==> src/rtl/tx_line_pkg.sv <==
package tx_line_pkg;

  // Last phase index of a word period for the active mode.
  function automatic int unsigned last_phase(input logic wide_mode, input int unsigned byte_w);
    return wide_mode ? 1 : byte_w - 1;
  endfunction

  // Number of line cycles per internal-rate period.
  function automatic int unsigned div_ratio(input logic slow_sel, input int unsigned slow_div,
                                            input int unsigned fast_div);
    return slow_sel ? slow_div : fast_div;
  endfunction

  // Bit of lane byte visible k cycles after the load edge (MSB first).
  function automatic int unsigned ser_bit_index(input int unsigned k, input int unsigned byte_w);
    return byte_w - 1 - k;
  endfunction

endpackage

==> src/rtl/tx_phase_ctl.sv <==
module tx_phase_ctl #(
  parameter int unsigned BYTE_W = 8,
  localparam int unsigned PH_W = $clog2(BYTE_W)
) (
  input  logic            clk,
  input  logic            rst,
  input  logic            mode_hi,
  input  logic            fsync,
  output logic [PH_W-1:0] ph,
  output logic            load_stb,
  output logic            fs_rise,
  output logic            primed
);
  import tx_line_pkg::*;

  localparam logic [PH_W-1:0] PH_MAX = PH_W'(BYTE_W - 1);

  logic            fs_q;
  logic [PH_W-1:0] last;
  logic            at_end;

  assign last     = PH_W'(last_phase(mode_hi, BYTE_W));
  assign at_end   = (ph >= last);
  assign fs_rise  = fsync & ~fs_q;
  assign load_stb = at_end & ~fs_rise;

  always_ff @(posedge clk) begin
    if (rst) begin
      ph     <= PH_MAX;
      fs_q   <= 1'b0;
      primed <= 1'b0;
    end else begin
      fs_q <= fsync;
      if (fs_rise) begin
        ph <= PH_MAX;
      end else if (at_end) begin
        ph     <= '0;
        primed <= 1'b1;
      end else begin
        ph <= ph + PH_W'(1);
      end
    end
  end
endmodule

==> src/rtl/tx_lane_ser.sv <==
module tx_lane_ser #(
  parameter int unsigned BYTE_W = 8
) (
  input  logic              clk,
  input  logic              rst,
  input  logic              load,
  input  logic [BYTE_W-1:0] din,
  output logic              dout
);
  logic [BYTE_W-1:0] shreg;

  always_ff @(posedge clk) begin
    if (rst)       shreg <= '0;
    else if (load) shreg <= din;
    else           shreg <= {shreg[BYTE_W-2:0], 1'b0};
  end

  assign dout = shreg[BYTE_W-1];
endmodule

==> src/rtl/tx_word_gearbox.sv <==
module tx_word_gearbox #(
  parameter int unsigned WIDE_W = 32,
  parameter int unsigned PH_W   = 3,
  localparam int unsigned HALF_W = WIDE_W / 2
) (
  input  logic              clk,
  input  logic              rst,
  input  logic              load,
  input  logic [PH_W-1:0]   ph,
  input  logic [WIDE_W-1:0] din,
  output logic [HALF_W-1:0] dout
);
  logic [WIDE_W-1:0] hold;
  logic              sel_low;

  always_ff @(posedge clk) begin
    if (rst)       hold <= '0;
    else if (load) hold <= din;
  end

  assign sel_low = (ph == PH_W'(1));
  assign dout    = sel_low ? hold[HALF_W-1:0] : hold[WIDE_W-1:HALF_W];
endmodule

==> src/rtl/tx_clk_div.sv <==
module tx_clk_div #(
  parameter int unsigned SLOW_DIV = 8,
  parameter int unsigned FAST_DIV = 2,
  localparam int unsigned CW = $clog2(SLOW_DIV)
) (
  input  logic clk,
  input  logic rst,
  input  logic div_sel,
  input  logic restart,
  output logic int_ce
);
  import tx_line_pkg::*;

  logic [CW-1:0] cnt;
  logic [CW-1:0] top_val;

  assign top_val = CW'(div_ratio(div_sel, SLOW_DIV, FAST_DIV) - 1);
  assign int_ce  = (cnt >= top_val);

  always_ff @(posedge clk) begin
    if (rst || restart) cnt <= '0;
    else if (int_ce)    cnt <= '0;
    else                cnt <= cnt + CW'(1);
  end
endmodule

==> src/rtl/tx_line_serdes.sv <==
module tx_line_serdes #(
  parameter int unsigned LANES    = 4,
  parameter int unsigned BYTE_W   = 8,
  parameter int unsigned WIDE_W   = 32,
  parameter int unsigned SLOW_DIV = 8,
  parameter int unsigned FAST_DIV = 2,
  localparam int unsigned HALF_W  = WIDE_W / 2,
  localparam int unsigned PH_W    = $clog2(BYTE_W)
) (
  input  logic                    clk,
  input  logic                    rst,
  input  logic                    mode_hi,
  input  logic                    div_sel,
  input  logic                    loop_en,
  input  logic                    fsync,
  input  logic [LANES*BYTE_W-1:0] lane_data,
  input  logic [WIDE_W-1:0]       wide_data,
  input  logic [LANES-1:0]        rx_loop,
  output logic [LANES-1:0]        ser_out,
  output logic [HALF_W-1:0]       half_out,
  output logic                    load_stb,
  output logic                    int_ce
);
  logic [PH_W-1:0]   ph;
  logic              fs_rise;
  logic              primed;
  logic [LANES-1:0]  lane_bits;
  logic [HALF_W-1:0] gear_word;

  tx_phase_ctl #(.BYTE_W(BYTE_W)) u_phase (
    .clk(clk), .rst(rst), .mode_hi(mode_hi), .fsync(fsync),
    .ph(ph), .load_stb(load_stb), .fs_rise(fs_rise), .primed(primed)
  );

  for (genvar i = 0; i < LANES; i++) begin : g_lane
    tx_lane_ser #(.BYTE_W(BYTE_W)) u_ser (
      .clk(clk), .rst(rst), .load(load_stb),
      .din(lane_data[i*BYTE_W +: BYTE_W]), .dout(lane_bits[i])
    );
  end

  tx_word_gearbox #(.WIDE_W(WIDE_W), .PH_W(PH_W)) u_gear (
    .clk(clk), .rst(rst), .load(load_stb), .ph(ph),
    .din(wide_data), .dout(gear_word)
  );

  tx_clk_div #(.SLOW_DIV(SLOW_DIV), .FAST_DIV(FAST_DIV)) u_div (
    .clk(clk), .rst(rst), .div_sel(div_sel), .restart(fs_rise), .int_ce(int_ce)
  );

  always_comb begin
    ser_out  = '0;
    half_out = '0;
    if (primed) begin
      if (mode_hi) half_out = gear_word;
      else         ser_out  = loop_en ? rx_loop : lane_bits;
    end
  end
endmodule

==> config.mk <==
export PLATFORM = sky130hd
export DESIGN_NAME = tx_line_serdes
export DESIGN_NICKNAME = d
export VERILOG_FILES = /design/src/rtl/tx_line_pkg.sv /design/src/rtl/tx_phase_ctl.sv /design/src/rtl/tx_lane_ser.sv /design/src/rtl/tx_word_gearbox.sv /design/src/rtl/tx_clk_div.sv /design/src/rtl/tx_line_serdes.sv
export SDC_FILE = /design/constraint.sdc
export NUM_CORES = 1
export LEC_CHECK = 0
export BUFFER_PORTS_ARGS = -buffer_cell sky130_fd_sc_hd__buf_2
export CORE_MARGIN = 1
export CORE_UTILIZATION = 45
export CTS_CLUSTER_DIAMETER = 50
export DETAILED_ROUTE_END_ITERATION = 7
export PLACE_DENSITY_LB_ADDON = 0.12
export SKIP_LAST_GASP = 1
export SYNTH_ARGS = -nofsm -noshare
export SYNTH_HDL_FRONTEND = slang
export SYNTH_HIERARCHICAL = 1
export SYNTH_SLANG_ARGS = --single-unit
==> constraint.sdc <==
create_clock -name clk -period 2.2 [get_ports clk]
set_input_delay 0.11 -clock clk [delete_from_list [all_inputs] [get_ports clk]]
set_output_delay 0.11 -clock clk [all_outputs]
set_load 0.02 [all_outputs]
==> impl_results.md <==
- Outcome: complete, but fails checks
- Violated checks: DRC
- Cell area after layout: 3780 um^2
- Hold path startpoint: wide_data[13]
- Sequential share of the synthesized area: 47.3%
- Final wirelength: approximately 5900 um
- Gr ovfl total: 0
- Max_cap viols: 0
- Critical Path End Type: primary output
- CP top delay family: buffers and inverters
- WP buf/inv: 2
- Cells after Synth: 284
- Layout cells sized above 1: between 30 and 40%
- Util after Layout: between 50% and 60%
- Max Clock Skew: 4.13 ps
- Pins Over Slew Limit: 0
- CP Launch Point: u_phase/ph[0]
- Antenna-violating nets left: 0
- Post-DP Area: 3560 um^2
- Port-buffer cells: 95
- Max_slew headroom: between 50% and 60%
- Setup Buffers After CTS: 0
- First-pass GRT wire length: slightly below 10000 um
- Layout Nets: 457
- Initial antenna violation count: 0
- Crit Path Max Fanout: 16
- Setup tns final: 0 ps
- Worst path required time: 2090 ps
- Ports: 96
- RSZ-0062 raised after global routing: no
- IR drop worst, VDD: 0.418 mV
- Critical-path top delay cell: dfxtp_1
- Largest net degree at the start of global routing: 40
- Worst setup SP type: register
- Clk Latency, worst-skew pair: ~330 ps
- Core ar.: 6420 um^2
- Drt pass-1 iters: 6
- Routability Congestion: about 0.7
- CTS root buffer: clkbuf_8
- Crit path DAT: 1920 ps
- All-Layer GR Usage: around 18%
- Detail Placement HPWL: 4120 um
- CTS H-Tree Depth: 3
- Chip width: 84.3 um
- Hold Path Class: in -> reg
- Hold Vio Cnt, Final: 0
- Max frequency: roughly 0.5 GHz
- Area grow syn2layout: 24.0%
- Worst r2r src: u_phase/ph[2]
- Vias: 2219
- Syn_nets: 364
- Fillers: 581
- Pwr dens: between 800 and 900 nW/um^2
- Unique cell type count in the Yosys netlist: 30
- Crit Path Class: reg -> out
- CTS Buf Count: 9
- Setup violations, final: 0
- DRT iter0 DRCs: 110
- Syn. warnings: 6
- Avg Cell Area, Syn: 10.7 um^2
- Die height: 84.3 um
- Diodes inserted: 0
- Post-CTS sizing: 0
- Worst Tran Pin Value: 644 ps
- CP cell instances: nor3b_4, buf_4, mux2_2, and3_2, buf_2
- Clock Sinks: 72
- Clock Path Buffers: 2
- Drt drc: 14
- Reg clk slew, reported paths: roughly 70 ps
- Crit path largest cell delay: approximately 400 ps
- Cts hold-fix bufs: 0
- CTS tree: built
- DIE AREA: ~7000 um^2
- Synth Register Bits: just over 70
- Vias in the first global route: 2149
- Initial Util: 47.4%
- Std-Cell Rows: 29
- Tcrit/Tclk final: 92.0%
- Fin crit period: 2030 ps
- Avg WL per Cell: 12.8 um
- Vias/cell: 4.83
- Placement Setup Slack: 456 ps
- Final setup margin: 175 ps
- Netlist Area Pre-Place: 3040 um^2
- Leakage: 1.88 nW
==> power by group <==
| part | internal [mW] | switching (mW) |
|---|---|---|
| Clock | 0.647 | 0.443 |
| Sequential | 1.42 | 0.0579 |
| Combinational | 0.280 | 0.258 |
==> path summary, 6_finish.rpt <==
check	end	slack [ps]	depth (start not counted)
setup reg to reg	g_lane[3].u_ser/shreg[2]	430	6
hold reg to reg	g_lane[1].u_ser/shreg[5]	460	2
hold / removal	u_gear/hold[13]	10	3
setup / recovery	half_out[0]	170	5
==> sequential cells by signal, indices dropped and copies added (netlist names) <==
signal              count
g_lane.u_ser/shreg     32
u_gear/hold            32
u_div/cnt               3
u_phase/ph              3
u_phase/fs_q            1
u_phase/primed          1
==> kinds of logic after synthesis <==
kind of cell	after synthesis	synth area share, %
AO/OA/AOI/OAI	7	1.69
buffers and inverters	21	4.69
flip-flops	72	47.3
XOR/XNOR	2	0.576
multiplexers	80	27.0
adder cells (fa/ha/maj)	6	2.47
AND/OR/NAND/NOR	96	16.3
==> layout make-up <==
type | instances | area, um^2 | share of cell area [%]
Tap cell | 77 | 96.3 | 2.55
Multi-Input combinational cell | 191 | 1470 | 38.9
Clock inverter | 2 | 35.0 | 0.928
Sequential cell | 72 | 1440 | 38.2
Timing Repair Buffer | 101 | 546 | 14.4
Inverter | 2 | 7.51 | 0.199
Clock buffer | 14 | 183 | 4.84
==> metrics by stage <==
step | std cells | total power, mW | hold WS, ps
3_5_place_dp | 443 | 2.05 | 351
4_1_cts | 459 | 3.15 | 0.335
2_1_floorplan | 284 | 1.91 | 182
5_1_grt | 459 | 3.29 | 4.49
3_3_place_gp | 443 | 2.04 | 341
6_report | 459 | 3.11 | 12.5
==> per-layer routing <==
metal / part of all wire, % / GRT usage [%] / vias up
li1: - / - / 1148
met1: 46 / 22.0 / 1014
met2: 47 / 29.3 / 53
met3: 5.7 / 5.60 / 4
met4: 0.75 / 6.11 / 0
met5: 0 / 0 / -
==> cells in the mapped netlist (all sizes together) <==
master | n | area share [%]
clkbuf | 8 | 1.2
o21ba | 1 | 0.33
ha | 6 | 2.5
nand2b | 1 | 0.21
and3 | 16 | 3.5
nand3 | 2 | 0.49
nor2b | 2 | 0.66
a21oi | 3 | 0.86
nor3b | 1 | 0.62
mux2 | 16 | 5.9
dfxtp | 72 | 47
nor4 | 2 | 0.62
nor4b | 1 | 0.49
nor2 | 65 | 8.0
nand2 | 2 | 0.33
o21ai | 3 | 0.49
and3b | 4 | 1.3
buf | 11 | 3.2
mux2i | 64 | 21
xnor2 | 2 | 0.58
inv | 2 | 0.25
==> worst register-to-register path: cells and delay by family (launching register included) <==
family | cells | cell delay [ps]
buffers and inverters | 1 | 280
multiplexers | 1 | 290
adder cells (fa/ha/maj) | 1 | 340
AND/OR/NAND/NOR | 2 | 170
flip-flops | 1 | 360
AO/OA/AOI/OAI | 1 | 210
==> layout by cell type, fill, tap and decap left out, drive strengths merged <==
cell,count
nor3b,1
buf,101
nand2b,1
ha,6
dfxtp,72
nor4,2
a21oi,3
clkbuf,14
o21ai,3
clkinv,1
o21ba,1
nor2b,2
bufinv,1
and3,16
nand2,2
inv,2
nor4b,1
nor2,65
and3b,4
nand3,2
xnor2,2
mux2,16
mux2i,64
Note: power is estimated with default switching activity, not from simulation.
